<file path="src/rtl/apg_pkg.sv">
package apg_pkg;

   typedef enum logic [1:0] {
      WIN_NONE = 2'd0,
      WIN_SEC  = 2'd1,
      WIN_NS   = 2'd2
   } win_e;

   function automatic int unsigned idx_bits(input int unsigned pages);
      return (pages > 1) ? $clog2(pages) : 1;
   endfunction

   function automatic bit is_pow2(input longint unsigned v);
      return (v != 0) && ((v & (v - 1)) == 0);
   endfunction

endpackage

</file>
<file path="src/rtl/apg_alias_decode.sv">
module apg_alias_decode
   import apg_pkg::*;
#(
   parameter int unsigned ADDR_W     = 32,
   parameter int unsigned MEM_BYTES  = 65536,
   parameter int unsigned PAGE_BYTES = 4096,
   parameter logic [ADDR_W-1:0] SEC_BASE = 32'h1000_0000,
   parameter logic [ADDR_W-1:0] NS_BASE  = 32'h2000_0000,
   localparam int unsigned NUM_PAGES = MEM_BYTES / PAGE_BYTES,
   localparam int unsigned IDX_W     = idx_bits(NUM_PAGES)
) (
   input  logic [ADDR_W-1:0] addr_i,
   output win_e              win_o,
   output logic [ADDR_W-1:0] phys_o,
   output logic [IDX_W-1:0]  page_o
);
   localparam int unsigned PG_W = $clog2(PAGE_BYTES);
   localparam logic [ADDR_W-1:0] SIZE = ADDR_W'(MEM_BYTES);

   logic              hit_sec, hit_ns;
   logic [ADDR_W-1:0] off_sec, off_ns;

   assign off_sec = addr_i - SEC_BASE;
   assign off_ns  = addr_i - NS_BASE;

   generate
      if (is_pow2(MEM_BYTES)) begin : g_tag_cmp
         localparam int unsigned OFF_W = $clog2(MEM_BYTES);
         assign hit_sec = (addr_i[ADDR_W-1:OFF_W] == SEC_BASE[ADDR_W-1:OFF_W]);
         assign hit_ns  = (addr_i[ADDR_W-1:OFF_W] == NS_BASE[ADDR_W-1:OFF_W]);
      end else begin : g_range_cmp
         assign hit_sec = (addr_i >= SEC_BASE) && (off_sec < SIZE);
         assign hit_ns  = (addr_i >= NS_BASE)  && (off_ns  < SIZE);
      end
   endgenerate

   always_comb begin
      if (hit_sec) begin
         win_o  = WIN_SEC;
         phys_o = off_sec;
      end else if (hit_ns) begin
         win_o  = WIN_NS;
         phys_o = off_ns;
      end else begin
         win_o  = WIN_NONE;
         phys_o = '0;
      end
   end

   assign page_o = phys_o[PG_W +: IDX_W];

endmodule

</file>
<file path="src/rtl/apg_page_table.sv">
module apg_page_table
   import apg_pkg::*;
#(
   parameter int unsigned NUM_PAGES = 16,
   localparam int unsigned IDX_W    = idx_bits(NUM_PAGES)
) (
   input  logic                 clk,
   input  logic                 rst_n,
   input  logic                 wr_en_i,
   input  logic [IDX_W-1:0]     wr_idx_i,
   input  logic                 wr_val_i,
   input  logic [IDX_W-1:0]     rd_idx_i,
   output logic                 rd_ns_o,
   output logic [NUM_PAGES-1:0] ns_vec_o
);
   logic [NUM_PAGES-1:0] ns_q;

   generate
      for (genvar g = 0; g < NUM_PAGES; g++) begin : g_page
         always_ff @(posedge clk or negedge rst_n) begin
            if (!rst_n)
               ns_q[g] <= 1'b0;
            else if (wr_en_i && (wr_idx_i == IDX_W'(g)))
               ns_q[g] <= wr_val_i;
         end
      end
   endgenerate

   always_comb begin
      rd_ns_o = 1'b0;
      for (int i = 0; i < NUM_PAGES; i++)
         if (rd_idx_i == IDX_W'(i)) rd_ns_o = ns_q[i];
   end

   assign ns_vec_o = ns_q;

endmodule

</file>
<file path="src/rtl/apg_access_judge.sv">
module apg_access_judge
   import apg_pkg::*;
(
   input  logic valid_i,
   input  win_e win_i,
   input  logic page_ns_i,
   input  logic req_ns_i,
   output logic grant_o,
   output logic deny_o
);
   logic via_ns, ok;

   assign via_ns  = (win_i == WIN_NS);
   assign ok      = (win_i != WIN_NONE) && (via_ns == page_ns_i) && (via_ns == req_ns_i);
   assign grant_o = valid_i && ok;
   assign deny_o  = valid_i && !ok;

endmodule

</file>
<file path="src/rtl/apg_resp_stage.sv">
module apg_resp_stage #(
   parameter int unsigned DATA_W = 32
) (
   input  logic              clk,
   input  logic              rst_n,
   input  logic              grant_i,
   input  logic              deny_i,
   input  logic              clr_i,
   input  logic [DATA_W-1:0] mem_rdata_i,
   output logic              rsp_valid_o,
   output logic              rsp_err_o,
   output logic [DATA_W-1:0] rsp_rdata_o,
   output logic              irq_o
);
   logic vld_q, err_q, irq_q;

   always_ff @(posedge clk or negedge rst_n) begin
      if (!rst_n) begin
         vld_q <= 1'b0;
         err_q <= 1'b0;
         irq_q <= 1'b0;
      end else begin
         vld_q <= grant_i | deny_i;
         err_q <= deny_i;
         if (deny_i)
            irq_q <= 1'b1;
         else if (clr_i)
            irq_q <= 1'b0;
      end
   end

   assign rsp_valid_o = vld_q;
   assign rsp_err_o   = err_q;
   assign rsp_rdata_o = (vld_q && !err_q) ? mem_rdata_i : '0;
   assign irq_o       = irq_q;

endmodule

</file>
<file path="src/rtl/alias_page_guard.sv">
module alias_page_guard
   import apg_pkg::*;
#(
   parameter int unsigned ADDR_W     = 32,
   parameter int unsigned DATA_W     = 32,
   parameter int unsigned MEM_BYTES  = 65536,
   parameter int unsigned PAGE_BYTES = 4096,
   parameter logic [ADDR_W-1:0] SEC_BASE = 32'h1000_0000,
   parameter logic [ADDR_W-1:0] NS_BASE  = 32'h2000_0000,
   localparam int unsigned NUM_PAGES = MEM_BYTES / PAGE_BYTES,
   localparam int unsigned IDX_W     = idx_bits(NUM_PAGES)
) (
   input  logic              clk,
   input  logic              rst_n,
   input  logic              req_valid,
   input  logic [ADDR_W-1:0] req_addr,
   input  logic              req_write,
   input  logic [DATA_W-1:0] req_wdata,
   input  logic              req_nonsec,
   output logic              mem_valid,
   output logic [ADDR_W-1:0] mem_addr,
   output logic              mem_write,
   output logic [DATA_W-1:0] mem_wdata,
   input  logic [DATA_W-1:0] mem_rdata,
   output logic              rsp_valid,
   output logic              rsp_err,
   output logic [DATA_W-1:0] rsp_rdata,
   input  logic              cfg_wr,
   input  logic              cfg_nonsec,
   input  logic [IDX_W-1:0]  cfg_page,
   input  logic              cfg_value,
   output logic              viol_irq,
   input  logic              viol_clr
);
   generate
      if (!is_pow2(PAGE_BYTES)) begin : g_bad_page
         $error("PAGE_BYTES must be a power of two");
      end
      if ((MEM_BYTES % PAGE_BYTES) != 0 || NUM_PAGES < 2) begin : g_bad_mem
         $error("MEM_BYTES must hold at least two whole pages");
      end
      if ((SEC_BASE % PAGE_BYTES) != 0 || (NS_BASE % PAGE_BYTES) != 0) begin : g_bad_align
         $error("window bases must be page aligned");
      end
      if (is_pow2(MEM_BYTES) && (((SEC_BASE % MEM_BYTES) != 0) || ((NS_BASE % MEM_BYTES) != 0))) begin : g_bad_tag
         $error("power-of-two memory needs size-aligned window bases");
      end
      if ((SEC_BASE < NS_BASE) ? (NS_BASE - SEC_BASE < MEM_BYTES)
                               : (SEC_BASE - NS_BASE < MEM_BYTES)) begin : g_overlap
         $error("secure and non-secure windows overlap");
      end
   endgenerate

   win_e                 win;
   logic [ADDR_W-1:0]    phys;
   logic [IDX_W-1:0]     page_idx;
   logic                 page_ns;
   logic                 grant, deny;
   logic [NUM_PAGES-1:0] page_ns_vec;

   apg_alias_decode #(
      .ADDR_W(ADDR_W), .MEM_BYTES(MEM_BYTES), .PAGE_BYTES(PAGE_BYTES),
      .SEC_BASE(SEC_BASE), .NS_BASE(NS_BASE)
   ) u_decode (
      .addr_i (req_addr),
      .win_o  (win),
      .phys_o (phys),
      .page_o (page_idx)
   );

   apg_page_table #(.NUM_PAGES(NUM_PAGES)) u_table (
      .clk      (clk),
      .rst_n    (rst_n),
      .wr_en_i  (cfg_wr && !cfg_nonsec),
      .wr_idx_i (cfg_page),
      .wr_val_i (cfg_value),
      .rd_idx_i (page_idx),
      .rd_ns_o  (page_ns),
      .ns_vec_o (page_ns_vec)
   );

   apg_access_judge u_judge (
      .valid_i   (req_valid),
      .win_i     (win),
      .page_ns_i (page_ns),
      .req_ns_i  (req_nonsec),
      .grant_o   (grant),
      .deny_o    (deny)
   );

   apg_resp_stage #(.DATA_W(DATA_W)) u_resp (
      .clk         (clk),
      .rst_n       (rst_n),
      .grant_i     (grant),
      .deny_i      (deny),
      .clr_i       (viol_clr),
      .mem_rdata_i (mem_rdata),
      .rsp_valid_o (rsp_valid),
      .rsp_err_o   (rsp_err),
      .rsp_rdata_o (rsp_rdata),
      .irq_o       (viol_irq)
   );

   assign mem_valid = grant;
   assign mem_addr  = phys;
   assign mem_write = req_write;
   assign mem_wdata = req_wdata;

endmodule

</file>
<file path="config.mk">
export PLATFORM = sky130hd
export DESIGN_NAME = alias_page_guard
export DESIGN_NICKNAME = d
export VERILOG_FILES = /design/src/rtl/apg_pkg.sv /design/src/rtl/apg_alias_decode.sv /design/src/rtl/apg_page_table.sv /design/src/rtl/apg_access_judge.sv /design/src/rtl/apg_resp_stage.sv /design/src/rtl/alias_page_guard.sv
export SDC_FILE = /design/constraint.sdc
export NUM_CORES = 1
export LEC_CHECK = 0
export BUFFER_PORTS_ARGS = -buffer_cell sky130_fd_sc_hd__clkbuf_2
export CELL_PAD_IN_SITES_DETAIL_PLACEMENT = 1
export CELL_PAD_IN_SITES_GLOBAL_PLACEMENT = 1
export CORE_MARGIN = 2
export CORE_UTILIZATION = 22
export CTS_BUF_LIST = sky130_fd_sc_hd__clkbuf_8
export CTS_CLUSTER_SIZE = 40
export DETAILED_ROUTE_END_ITERATION = 6
export PLACE_DENSITY_LB_ADDON = 0.3
export SETUP_SLACK_MARGIN = 0.4
export SLEW_MARGIN = 20
export SYNTH_ARGS = -nofsm -noshare
export SYNTH_HDL_FRONTEND = slang
export SYNTH_SLANG_ARGS = --single-unit
</file>
<file path="constraint.sdc">
create_clock -name clk -period 1.5 [get_ports clk]
set_input_delay 0.15 -clock clk [delete_from_list [all_inputs] [get_ports clk]]
set_output_delay 0.15 -clock clk [all_outputs]
set_load 0.01 [all_outputs]
</file>
==> results.cfg <==
[floorplanning]
die_w_um = 102
initial_utilization_pct = 22.7
pin_count = 210
dieArea_um2 = 10400
dieHeight_um = 102
fp.coreArea_um2 = 9280
rows = 35

[yosys]
ys_types = 47
syn_inst = 242
synth_edf_count = 0
synth.cells.most_frequent = and2_1, buf_4, dfrtp_1
synth.avg_cell_area_um2 = 8.73
synth_most_common_cell = and2_1
synthTopCellsByArea = dfrtp_1, buf_4, and2_1
yosys.area.top_type = dfrtp_1
seq_area_frac_synth_pct = 22.5
synthArstFlopShare_pct = 100
synth_seq_cells = 19
ys.warnings.count = 0
ys.flop_type = dfrtp_1
syn-cell-area_um2 = 2110
yosysTopAreaCellShare_pct = 22.5

[setup_path]
path_max_fanout = 2
path_class = flip-flop to output pin
cp-start-kind = flip-flop
crit_arrival_ns = 1.93
setup.worst_path.end_class = output pin
critPathRequiredTime_ns = 1.35

[routing]
post_drt_wl_per_cell_um = 17.2
vias = 2192
drtPass1Iterations = 4
drt_iter0_markers = 36
drc = 0
wl_mm = 8.76
via_per_inst = 4.31
detail-route-antenna-nets = 0

[sta]
slew_viol_final = 0
period_share_pct = 139
fin_skew_ns = 0.00135
period_needed_ns = 2.08
max_freq_mhz = 480
timing.final.ws_setup_ns = -0.584
worstMarginPinSlew_ns = 0.503
hold_violations = 0
relSlewSlack_pct = 66.4
rsz0062_at_grt = yes
setup_violations = 19
fin_tns_setup_ns = -3.80

[power_and_ir_drop]
seqPwrFrac_pct = 32.2
p_per_area_nw_per_um2 = 538
p_switching_uw = 652
max-vdd-ir-drop_uv = 223
netSwitchingFraction_pct = 31.6
leakage_uw = 0.00185
p_int_uw = 1410
pwr-share-clk_pct = 18.0
p_comb_share_pct = 49.8

[global_route]
grt_max_degree = 20
grt_pass1_wl_mm = 12.3
globalRoute.totalOverflow = 0
grt_usage_pct = 15.2
antenna_found_initial = 0
first_global_vias = 2312

[cells_and_area]
syn_to_final_growth_pct = 81.2
final_util_pct = 41.2
multiInputGateArea_um2 = 1520
fill_cells = 1097
nets = 494
diodes = 0
regArea_um2 = 475
drive_above_1_share_pct = 73.4

[clock_network]
insertion_delay_ns = 0.26
htreeDepth = 1
cts_inserted_buffers = 3
clkTransAtPathRegs_ns = 0.08
cts.path.max_buffers = 2
cts_tree = built
cts_sinks = 19
cts_root_buf = clkbuf_8

[placed_design]
gp_congestion = 0.853
port_buffers = 131
dp_hpwl_mm = 7.14

[hold_path]
hp-class = primary input to flip-flop

[job]
maxCapViolCount = 0

[outcome]
status = complete, but fails checks
violations = negative setup slack
-- layout by cell type (no fill, tap or decap), drive strengths merged, types with 2 or more instances in the layout --
cell     netlist  routed
mux4           2       2
and2b          2       2
clkbuf         7      78
nor3           3       3
o2111ai        3       3
nor3b          3       3
conb           1      12
nor2          11      11
nor2b          9       9
nor4           4       4
a21oi          5       5
mux2i          5       5
and3b          2       2
a211oi         2       2
dfrtp         19      19
nand3          6       6
nand2         14      14
buf           48     101
and2          50      50
inv            8       8
nand2b         2       2
o221ai         2       2
mux2          16      16
ha             5       5
-- final timing paths --
path                                      start                   end  slack [ns]  cells past startpoint
max in group asynchronous                 rst_n      u_resp.rsp_err_o        0.77                      2
max reg2reg                 u_table.ns_vec_o[4]          u_resp.irq_o       -0.30                      7
min in group asynchronous                 rst_n  u_table.ns_vec_o[10]        0.39                      2
min                                   req_valid    u_resp.rsp_valid_o        0.01                      1
min reg2reg                u_table.ns_vec_o[12]  u_table.ns_vec_o[12]        0.51                      1
max                         u_table.ns_vec_o[4]             mem_valid       -0.58                      6
-- metrics by stage --
| stage | area [µm²] | setup WS, ns | cells | power, µW | hold slack, ns |
|---|---|---|---|---|---|
| 2_1_floorplan | 2280 | -0.168 | 253 | 1140 | -0.146 |
| 3_3_place_gp | 2930 | -0.404 | 487 | 1370 | 0.140 |
| 3_5_place_dp | 2930 | -0.392 | 487 | 1390 | 0.146 |
| 4_1_cts | 3500 | -0.621 | 501 | 1970 | 0.00668 |
| 5_1_grt | 3830 | -0.702 | 508 | 2190 | 0.00936 |
| 6_report | 3830 | -0.584 | 508 | 2060 | 0.0112 |
-- critical path, cell delays in order, from the launching register on --
cell       delay, ns
dfrtp_1         0.39
mux4_2          0.46
a22oi_2         0.19
and2_4          0.18
o2111ai_2       0.11
a211oi_2        0.18
buf_2           0.17
-- routing by layer --
metal | GRT usage, % | part of all wire (%) | wire [µm]
met1 | 15.9 | 34 | 2980
met2 | 29.6 | 55 | 4790
met3 | 4.10 | 9.5 | 836
met4 | 3.90 | 1.7 | 146
met5 | 0 | 0 | 0
-- registers in the layout, indices dropped and copies added, names as in the netlist --
| signal | count |
|---|---|
| u_resp.rsp_valid_o | 1 |
| u_resp.irq_o | 1 |
| u_table.ns_vec_o | 16 |
| u_resp.rsp_err_o | 1 |
-- layout make-up --
type / count / share of cell area (%)
Clock inverter: 1 / 0.196
Multi-Input combinational cell: 171 / 39.6
Sequential cell: 19 / 12.4
Tap cell: 129 / 4.22
Clock buffer: 3 / 1.08
Timing Repair Buffer: 177 / 41.4
Inverter: 8 / 1.11
-- cell families (layout without fill, tap and decap cells) --
group | Yosys count | count (layout) | synth area share [%]
XOR/XNOR | 1 | 1 | 0.415
flip-flops | 19 | 19 | 22.5
AND/OR/NAND/NOR | 108 | 108 | 32.1
adder cells (fa/ha/maj) | 5 | 5 | 2.96
other | 1 | 12 | 0.178
buffers and inverters | 63 | 189 | 20.3
AO/OA/AOI/OAI | 22 | 22 | 8.53
multiplexers | 23 | 23 | 13.0
-- power by group through the flow --
stage	Sequential [µW]	Clock (µW)	Combinational, µW
6_report	663	371	1030
5_1_grt	676	409	1110
4_1_cts	665	390	913
3_5_place_dp	674	0	713
3_3_place_gp	674	0	698
2_1_floorplan	660	0	482
-- repair_timing --
item	CTS	global route
hold endpoints to repair	19	0
pin swaps	19	36
cloned	3	1
buffers inserted	6	6
gates resized for setup	79	100
hold buffers	1	0
setup endpoints to repair	55	60
Power figures use the tool's default switching activity.
